==> src/rtl/bwm_pkg.sv <==
package bwm_pkg;
  localparam int WORD_W = 36;
  localparam int LANE_W = 9;
  localparam int LANES  = WORD_W / LANE_W;
  localparam int CNT_W  = $clog2(LANES);

  typedef enum logic [1:0] {W_FULL = 2'd0, W_HALF = 2'd1, W_QUARTER = 2'd2} width_e;

  typedef struct packed {
    width_e in_w;
    width_e out_w;
    logic   big_end;
  } cfg_t;

  function automatic cfg_t decode_cfg(input logic [2:0] sel, input logic be);
    cfg_t c;
    c.big_end = be;
    case (sel)
      3'b001:  begin c.in_w = W_QUARTER; c.out_w = W_FULL;    end
      3'b010:  begin c.in_w = W_HALF;    c.out_w = W_FULL;    end
      3'b011:  begin c.in_w = W_FULL;    c.out_w = W_HALF;    end
      3'b100:  begin c.in_w = W_FULL;    c.out_w = W_QUARTER; end
      default: begin c.in_w = W_FULL;    c.out_w = W_FULL;    end
    endcase
    return c;
  endfunction

  function automatic int beats(input width_e w);
    case (w)
      W_QUARTER: return LANES;
      W_HALF:    return LANES / 2;
      default:   return 1;
    endcase
  endfunction

  function automatic logic [CNT_W-1:0] last_idx(input width_e w);
    return CNT_W'(beats(w) - 1);
  endfunction

  function automatic logic [WORD_W-1:0] beat_mask(input width_e w);
    return {WORD_W{1'b1}} >> (WORD_W - WORD_W / beats(w));
  endfunction

  // Bit offset of beat idx inside the word for the chosen order
  function automatic int beat_shift(input logic [CNT_W-1:0] idx, input width_e w,
                                    input logic be);
    int slot;
    slot = be ? (beats(w) - 1 - int'(idx)) : int'(idx);
    return slot * (WORD_W / beats(w));
  endfunction

  function automatic logic [WORD_W-1:0] place_beat(input logic [WORD_W-1:0] word,
                                                   input logic [WORD_W-1:0] beat,
                                                   input logic [CNT_W-1:0] idx,
                                                   input width_e w, input logic be);
    return word | ((beat & beat_mask(w)) << beat_shift(idx, w, be));
  endfunction

  function automatic logic [WORD_W-1:0] pick_beat(input logic [WORD_W-1:0] word,
                                                  input logic [CNT_W-1:0] idx,
                                                  input width_e w, input logic be);
    return (word >> beat_shift(idx, w, be)) & beat_mask(w);
  endfunction
endpackage

==> src/rtl/bwm_config.sv <==
module bwm_config
  import bwm_pkg::*;
(
  input  logic       clk,
  input  logic       rst_n,
  input  logic [2:0] mode_sel,
  input  logic       big_endian,
  output cfg_t       cfg
);
  always_ff @(posedge clk) begin
    if (!rst_n) cfg <= decode_cfg(mode_sel, big_endian);
  end

  assert_cfg_held_R8: assert property (@(posedge clk) disable iff (!rst_n)
    rst_n |=> $stable(cfg));
endmodule

==> src/rtl/bwm_packer.sv <==
module bwm_packer
  import bwm_pkg::*;
(
  input  logic              clk,
  input  logic              rst_n,
  input  logic              prst_n,
  input  cfg_t              cfg,
  input  logic              in_valid,
  output logic              in_ready,
  input  logic [WORD_W-1:0] in_data,
  output logic              push_valid,
  input  logic              push_ready,
  output logic [WORD_W-1:0] push_data
);
  logic [CNT_W-1:0]  cnt;
  logic [WORD_W-1:0] acc;
  logic              clear;
  logic              beat_last;
  logic              beat_take;
  logic [WORD_W-1:0] merged;

  assign clear      = !rst_n || !prst_n;
  assign beat_last  = (cnt == last_idx(cfg.in_w));
  assign merged     = place_beat(acc, in_data, cnt, cfg.in_w, cfg.big_end);
  assign in_ready   = !beat_last || push_ready;
  assign beat_take  = in_valid && in_ready;
  assign push_valid = in_valid && beat_last;
  assign push_data  = merged;

  always_ff @(posedge clk) begin
    if (clear) begin
      cnt <= '0;
      acc <= '0;
    end else if (beat_take) begin
      if (beat_last) begin
        cnt <= '0;
        acc <= '0;
      end else begin
        cnt <= cnt + 1'b1;
        acc <= merged;
      end
    end
  end

  assert_push_restarts_R2: assert property (@(posedge clk) disable iff (clear)
    (push_valid && push_ready) |=> (cnt == '0));
  assert_beat_advances_R3: assert property (@(posedge clk) disable iff (clear)
    (beat_take && !beat_last) |=> (cnt == CNT_W'($past(cnt) + 1'b1)));
  assert_stall_holds_R10: assert property (@(posedge clk) disable iff (clear)
    (in_valid && !in_ready) |=> ($stable(cnt) && $stable(acc)));
endmodule

==> src/rtl/bwm_unpacker.sv <==
module bwm_unpacker
  import bwm_pkg::*;
(
  input  logic              clk,
  input  logic              rst_n,
  input  logic              prst_n,
  input  cfg_t              cfg,
  input  logic              pop_valid,
  output logic              pop_ready,
  input  logic [WORD_W-1:0] pop_data,
  output logic              out_valid,
  input  logic              out_ready,
  output logic [WORD_W-1:0] out_data
);
  logic [WORD_W-1:0] hold;
  logic              hold_vld;
  logic [CNT_W-1:0]  idx;
  logic              clear;
  logic              pop_take;
  logic              beat_take;
  logic              beat_last;

  assign clear     = !rst_n || !prst_n;
  assign pop_ready = !hold_vld;
  assign pop_take  = pop_valid && pop_ready;
  assign out_valid = hold_vld;
  assign beat_last = (idx == last_idx(cfg.out_w));
  assign beat_take = out_valid && out_ready;
  assign out_data  = pick_beat(hold, idx, cfg.out_w, cfg.big_end);

  always_ff @(posedge clk) begin
    if (clear) begin
      hold     <= '0;
      hold_vld <= 1'b0;
      idx      <= '0;
    end else if (pop_take) begin
      hold     <= pop_data;
      hold_vld <= 1'b1;
      idx      <= '0;
    end else if (beat_take) begin
      if (beat_last) begin
        hold_vld <= 1'b0;
        idx      <= '0;
      end else begin
        idx <= idx + 1'b1;
      end
    end
  end

  assert_pop_presents_R4: assert property (@(posedge clk) disable iff (clear)
    pop_take |=> (out_valid && idx == '0));
  assert_no_early_pop_R5: assert property (@(posedge clk) disable iff (clear)
    (out_valid && !(out_ready && beat_last)) |=> !pop_ready);
  assert_last_frees_R6: assert property (@(posedge clk) disable iff (clear)
    (beat_take && beat_last) |=> pop_ready);
  assert_out_holds_R10: assert property (@(posedge clk) disable iff (clear)
    (out_valid && !out_ready) |=> (out_valid && $stable(out_data)));
endmodule

==> src/rtl/bus_width_matcher.sv <==
module bus_width_matcher
  import bwm_pkg::*;
(
  input  logic        clk,
  input  logic        rst_n,
  input  logic        prst_n,
  input  logic [2:0]  mode_sel,
  input  logic        big_endian,
  input  logic        in_valid,
  output logic        in_ready,
  input  logic [35:0] in_data,
  output logic        push_valid,
  input  logic        push_ready,
  output logic [35:0] push_data,
  input  logic        pop_valid,
  output logic        pop_ready,
  input  logic [35:0] pop_data,
  output logic        out_valid,
  input  logic        out_ready,
  output logic [35:0] out_data
);
  cfg_t cfg;

  bwm_config u_config (
    .clk        (clk),
    .rst_n      (rst_n),
    .mode_sel   (mode_sel),
    .big_endian (big_endian),
    .cfg        (cfg)
  );

  bwm_packer u_packer (
    .clk        (clk),
    .rst_n      (rst_n),
    .prst_n     (prst_n),
    .cfg        (cfg),
    .in_valid   (in_valid),
    .in_ready   (in_ready),
    .in_data    (in_data),
    .push_valid (push_valid),
    .push_ready (push_ready),
    .push_data  (push_data)
  );

  bwm_unpacker u_unpacker (
    .clk       (clk),
    .rst_n     (rst_n),
    .prst_n    (prst_n),
    .cfg       (cfg),
    .pop_valid (pop_valid),
    .pop_ready (pop_ready),
    .pop_data  (pop_data),
    .out_valid (out_valid),
    .out_ready (out_ready),
    .out_data  (out_data)
  );

  assert_reset_idle_R9: assert property (@(posedge clk)
    (!rst_n || !prst_n) |=> (!out_valid && pop_ready));
endmodule

==> config.mk <==
export PLATFORM = sky130hd
export DESIGN_NAME = bus_width_matcher
export DESIGN_NICKNAME = d
export VERILOG_FILES = /design/src/rtl/bwm_pkg.sv /design/src/rtl/bwm_config.sv /design/src/rtl/bwm_packer.sv /design/src/rtl/bwm_unpacker.sv /design/src/rtl/bus_width_matcher.sv
export SDC_FILE = /design/constraint.sdc
export NUM_CORES = 1
export LEC_CHECK = 0
export BUFFER_PORTS_ARGS = -buffer_cell sky130_fd_sc_hd__buf_4
export CAP_MARGIN = 20
export CORE_ASPECT_RATIO = 1.1
export CORE_MARGIN = 5
export CORE_UTILIZATION = 50
export DETAILED_ROUTE_END_ITERATION = 8
export PLACE_DENSITY = 0.71
export SLEW_MARGIN = 25
export SYNTH_ARGS = -nofsm -noshare
export SYNTH_HDL_FRONTEND = slang
export SYNTH_SLANG_ARGS = --single-unit
==> constraint.sdc <==
create_clock -name clk -period 15.89 [get_ports clk]
set_clock_uncertainty 0.15 [all_clocks]
set_input_delay 0.7945 -clock clk [delete_from_list [all_inputs] [get_ports clk]]
set_output_delay 0.7945 -clock clk [all_outputs]
set_load 0.01 [all_outputs]
Word-level counts from Yosys, hierarchy flattened
Cells that the tools add are included.
{ "totals": {"register_bits": 82, "out_inout_bits": 76, "word_cells": 62, "in_bits": 83} }
{ "op_classes": {"addsub": 8, "shift": 4, "div": 2, "muxes": 11, "n_bitwise": 3, "multipliers": 2, "reduce_logical": 14, "n_eq_ne": 10} }
{ "op_table": {"columns": ["operator", "n"], "rows": [
  ["bitwise AND 36 bit", 2],
  ["right shift 36 x 32 -> 36 bit, first input constant", 2],
  ["divider 7 x 32 -> 32 bit, first input constant", 2],
  ["multiplier 32 x 32 -> 32 bit", 2],
  ["two-way mux 32 bit", 2],
  ["subtractor 32 x 3 -> 32 bit", 2],
  ["subtractor 7 x 32 -> 32 bit, first input constant", 2],
  ["two-way mux 36 bit", 1],
  ["OR 36 bit", 1],
  ["left shift 36 x 32 -> 36 bit", 1],
  ["right shift 36 x 32 -> 36 bit", 1],
  ["case mux 4 bit (4 select lines)", 1],
  ["case mux 3 bit (2 select lines)", 2],
  ["subtractor 3 x 1 -> 4 bit, second input constant", 2],
  ["equality test 3 x 2 -> 1 bit, second input constant", 2],
  ["adder 2 x 1 -> 2 bit, second input constant", 2],
  ["equality test 2 x 1 -> 1 bit, second input constant", 2],
  ["equality test 2 bit", 2],
  ["equality test 2 bit, second input constant", 2],
  ["logical AND 1 bit", 4],
  ["logical NOT 1 bit", 4],
  ["two-way mux 2 bit", 2],
  ["nonzero test 2 bit", 2],
  ["equality test 3 x 1 -> 1 bit, second input constant", 1],
  ["5 further kinds", 8]
]} }

Logic depth before layout (Yosys ltp)
{ "depth": {"ltp_word": 9, "depth_mapped": 43, "mapped_depth_nobuf": 36} }

Modules after synthesis
A second synthesis with hierarchy kept.
{ "hier_totals": {"hier_cells": 4267, "hier_area_um2": 37661.1} }
{ "modules_own_cells": {"columns": ["mod", "cells_each", "n_inst", "area_each_um2"], "rows": [
  ["bwm_packer", 2154, 1, 18998.2],
  ["bwm_unpacker", 2103, 1, 18476.5],
  ["bwm_config", 10, 1, 186.4]
]} }

Least setup slack after synthesis
No wires, ideal clock.
{ "synth_path": {"path_type": "register -> output", "startpoint": "reg, netlist name u_config.cfg[3]", "endpoint": "out push_data[0]", "path_stages_with_launch": 42, "path_slack_ps": 4508, "n_path_buf": 8, "required_time_ps": 14946, "arrival_ps": 10437, "path_cell_list": "edfxtp_1 inv_1 ha_1 clkbuf_1 inv_1 clkbuf_1 fa_1 ha_1 inv_1 ha_1 clkbuf_1 or3_1 clkbuf_1 clkbuf_1 inv_1 fa_1 inv_1 fa_1 [6 not listed] fa_1 fa_1 inv_1 ha_1 clkbuf_1 nand3_1 a21boi_0 nor3_1 mux2_2 or4_1 nor4_1 o2111ai_1 nor3b_1 and3b_1 buf_4 nand2_1 buf_2 o21bai_1"} }
{ "synth_via": {"elab_chain_cells": 8, "elab_cells_between_ends": 13, "cone_classes": "3 x add/sub; 1 x mul; 1 x div; 2 x eq/ne; 2 x shift; 2 x mux; 2 x bitwise"} }
{ "synth_rtl": {"columns": ["element", "line_no", "rtl"], "rows": [
  ["equality test 2 x 1 -> 1 bit / equality test 2 bit (equally long branches)", "bwm_pkg.sv:29", "case (w)"],
  ["case mux 3 bit (2 select lines) *", "bwm_pkg.sv:29", null],
  ["branches (longest 4 deep; another with divider 7 x 32 -> 32 bit)", null, null],
  ["left shift 36 x 32 -> 36 bit *", "bwm_pkg.sv:56", "return word | ((beat & beat_mask(w)) << beat_shift(idx, w, be));"],
  ["OR 36 bit *", "bwm_pkg.sv:56", null],
  ["to (decl)", "bus_width_matcher.sv:14", "output logic [35:0] push_data,"]
]} }
Mark *: on every way between the ends.

Worst setup path after layout
{ "layout_path": {"startpoint": "reg, netlist name u_config.cfg[3]", "endpoint": "out push_data[5]"} }
{ "layout_via": {"elab_chain_cells": 8, "elab_cells_between_ends": 13, "cone_classes": "3 x add/sub; 1 x mul; 1 x div; 2 x eq/ne; 2 x shift; 2 x mux; 2 x bitwise"} }
{ "layout_rtl": {"columns": ["element", "line_no"], "rows": [
  ["equality test 2 x 1 -> 1 bit / equality test 2 bit (equally long branches)", "bwm_pkg.sv:29"],
  ["case mux 3 bit (2 select lines) *", "bwm_pkg.sv:29"],
  ["branches (longest 4 deep; another with divider 7 x 32 -> 32 bit)", null],
  ["left shift 36 x 32 -> 36 bit *", "bwm_pkg.sv:56"],
  ["OR 36 bit *", "bwm_pkg.sv:56"]
]} }
Marks and branches as above.

==> flow_summary.ini <==
[global_routing]
grt_pass1_wl_um = 155000
first_global_vias = 28700
grt_use_total_pct = 25.9
grt_max_degree = 67
antenna_found_initial = 1
grt_remaining_overflow = 0

[clock_network]
hold_buffer_count_at_cts = 0
clock_insertion_delay_worst_skew_ps = 350
htree_num_levels = 3
clock_sink_count = 82
clockRootBuffer = clkbuf_16
cts.clk_slew.worst_paths_ps = 80
post_cts.repair.setup_buffers = 0
tritoncts = yes
numCtsBuffers = 9
post_cts_resize_count = 0
clk_path_buf_depth = 2

[timing]
worst_slack_ps = 1930
rsz0062_at_grt = no
hold_violations = 0
hold_ws_ps = 294
timing_max_transition_violations_final = 0
tightest_slew_ps = 1070
max-slew-margin-rel_pct = 28.6
max_clock_freq_ghz = 0.0717
setup_violations = 0
finalWorstPathRequiredPeriod_ps = 13960
timing.final.crit_share_pct = 87.8
fin_tns_setup_ps = 0

[placed_design]
placement.cell_area_mm2 = 0.0367
hpwl_um = 81200
post_place_worst_slack_ps = 2330
finalWeightedCongestion = 1.00
port_buffers = 158

[synth]
most_common_library_cells_after_synthesis = 989 x inv_1, 726 x fa_1, 300 x ha_1
postSynth.topFlopCell = dfxtp_1
post_synth.cell_area_avg_um2 = 8.88
asyncSetResetFlopFracSynth_pct = 0
distinct_cell_type_count_after_synthesis = 85
yosysMostFrequentCell = inv_1
ys_top_cells_by_area = fa_1 42%, ha_1 11%, inv_1 11%
synth.cell_area_mm2 = 0.0348
synth-seq-area-share_pct = 4.86
synth-edff-count = 5
yosysWarningCount = 0
synth.ff_latch_count = 82
netlist_instances = 3918
top_area_cell_type_share_of_the_netlist_area_pct = 41.8
synth_area_leader_cell = fa_1

[layout]
ff_latch_area_mm2 = 0.00169
final_area_mm2 = 0.0370
area.growth.synth_to_final_pct = 6.32
multi_input_comb_area_mm2 = 0.0287
design.final.nets = 5039
drive_gt1_share_pct = 6.63
fill_cells = 6390

[drt]
dr_wl_met3_um = 5320
vias_per_instance = 5.49
top_layer_in_use = met4
dr.pass1.iters = 9
detail_route.drc_violations = 0
wl_per_cell_um = 19.6
detail-route-antenna-nets = 0
wire_length_reported_by_the_detailed_router_um = 95100
met2WireLength_um = 47800
wl_met1_um = 37900
via_count = 26700
detail_route.iter0.violations = 1824

[power_and_ir_drop]
vdd.ir_drop.worst_mv = 0.324
design_power_total_mw = 7.93
total_leakage_power_nw = 18.8
powerDensity_mw_per_mm2 = 214

[run]
maxCapViolCount = 0

[die]
dieHeight_um = 287
starting_density_of_the_core_pct = 50.5
fp.dieArea_mm2 = 0.0750
fp.dieW_um = 262
floorplan.io_pins = 159
num_rows = 101
core_area_mm2 = 0.0690

[setup_path]
timing_worst_setup_path_type = reg -> out
critPathMostFrequentCell = fa_1
crit_path_end_kind = output port
endpoint = push_data[5]
timing.critical_path.fanout_max = 28
worst_r2r_path_depth = 35
setup.reg_to_reg.worst_slack_ps = 3490
cp-start-kind = flip-flop
r2r-end = u_packer.acc[4]$_SDFFE_PP0P_
critPathRequiredTime_ps = 14950
worst_ep_arrival_time_ps = 13010
worst_r2r_startpoint = u_config.cfg[3]$_DFFE_PN_
cpPeakStageDelay_ps = 720
worst_setup_sp = u_config.cfg[3]$_DFFE_PN_
slowest_stage = ha_1

[hold_path]
worstHoldPathType = reg -> reg

[run_status]
outcome = complete, no violations
layout make-up:
cell class | count | share of cell area [%]
sequential | 82 | 4.57
clock inverter | 7 | 0.220
tap | 927 | 3.13
antenna | 1 | 0.00676
inverter | 992 | 10.1
clock buffer | 9 | 0.609
timing repair buffer | 186 | 3.77
multi-input combinational | 2659 | 77.6
sequential cells by signal (all words and copies together) (netlist names):
register	count
u_config.cfg	5
u_packer.acc	36
u_packer.cnt	2
u_unpacker.hold	36
u_unpacker.idx	2
u_unpacker.out_valid	1
cells in the final DEF, fill, tap and decap left out, drive strengths merged, types with 72 or more instances in the layout:
cell type	instances
buf	186
nor2	152
inv	994
fa	726
o21ai	88
a21oi	151
dfxtp	77
and3	107
mux2i	140
ha	300
nand2	265
and2	109
xnor2	72
logic make-up after synthesis:
| family | Yosys count | synth area share, % |
|---|---|---|
| AOI/OAI and AO/OA | 489 | 9.13 |
| and+or+nand+nor | 880 | 12.7 |
| xor gates and xnor gates | 93 | 2.64 |
| muxes | 165 | 5.32 |
| other | 1 | 0.0108 |
| DFF | 82 | 4.86 |
| buffers and inverters | 1182 | 12.8 |
| adders and majority gates | 1026 | 52.5 |
layer usage:
| metal | vias to the layer above | global-route usage (%) |
|---|---|---|
| met5 | - | 0 |
| met4 | 0 | 8.90 |
| met3 | 218 | 2.97 |
| met2 | 922 | 45.3 |
| met1 | 13300 | 33.6 |
| li1 | 12200 | - |
metrics by stage:
| step | utilization (%) | std cells |
|---|---|---|
| detailed placement | 53.2 | 4846 |
| global route | 53.6 | 4862 |
| finish | 53.6 | 4863 |
| floorplan | - | 3923 |
| global placement | 53.2 | 4846 |
| CTS | 53.6 | 4862 |
worst max-delay path, delay by kind of cell, from the launching register on:
family                     cells  cell delay [ps]
adders and majority gates     13             6300
AOI/OAI and AO/OA              4             1270
and+or+nand+nor                8             2790
buffers and inverters         11             1840
DFF                            1              420
worst min path at each step:
stage	startpoint	endpoint	slack [ps]	cells past startpoint
3_3_place_gp	u_packer.acc[32]$_SDFFE_PP0P_	u_packer.acc[32]$_SDFFE_PP0P_	280	2
6_report	u_packer.acc[32]$_SDFFE_PP0P_	u_packer.acc[32]$_SDFFE_PP0P_	290	2
3_5_place_dp	u_packer.acc[16]$_SDFFE_PP0P_	u_packer.acc[16]$_SDFFE_PP0P_	280	2
4_1_cts	u_packer.acc[16]$_SDFFE_PP0P_	u_packer.acc[16]$_SDFFE_PP0P_	300	2
5_1_grt	u_packer.acc[32]$_SDFFE_PP0P_	u_packer.acc[32]$_SDFFE_PP0P_	320	2
2_1_floorplan	u_packer.acc[32]$_SDFFE_PP0P_	u_packer.acc[32]$_SDFFE_PP0P_	270	2
power breakdown:
| part | switching (mW) | internal [mW] | total [mW] | leakage [nW] |
|---|---|---|---|---|
| clock | 0.0955 | 0.124 | 0.220 | 0.149 |
| combinational | 4.47 | 3.02 | 7.49 | 18.0 |
| sequential | 0.00384 | 0.212 | 0.216 | 0.671 |
| total | 4.57 | 3.35 | 7.93 | 18.8 |
Power figures use the tool's default switching activity.
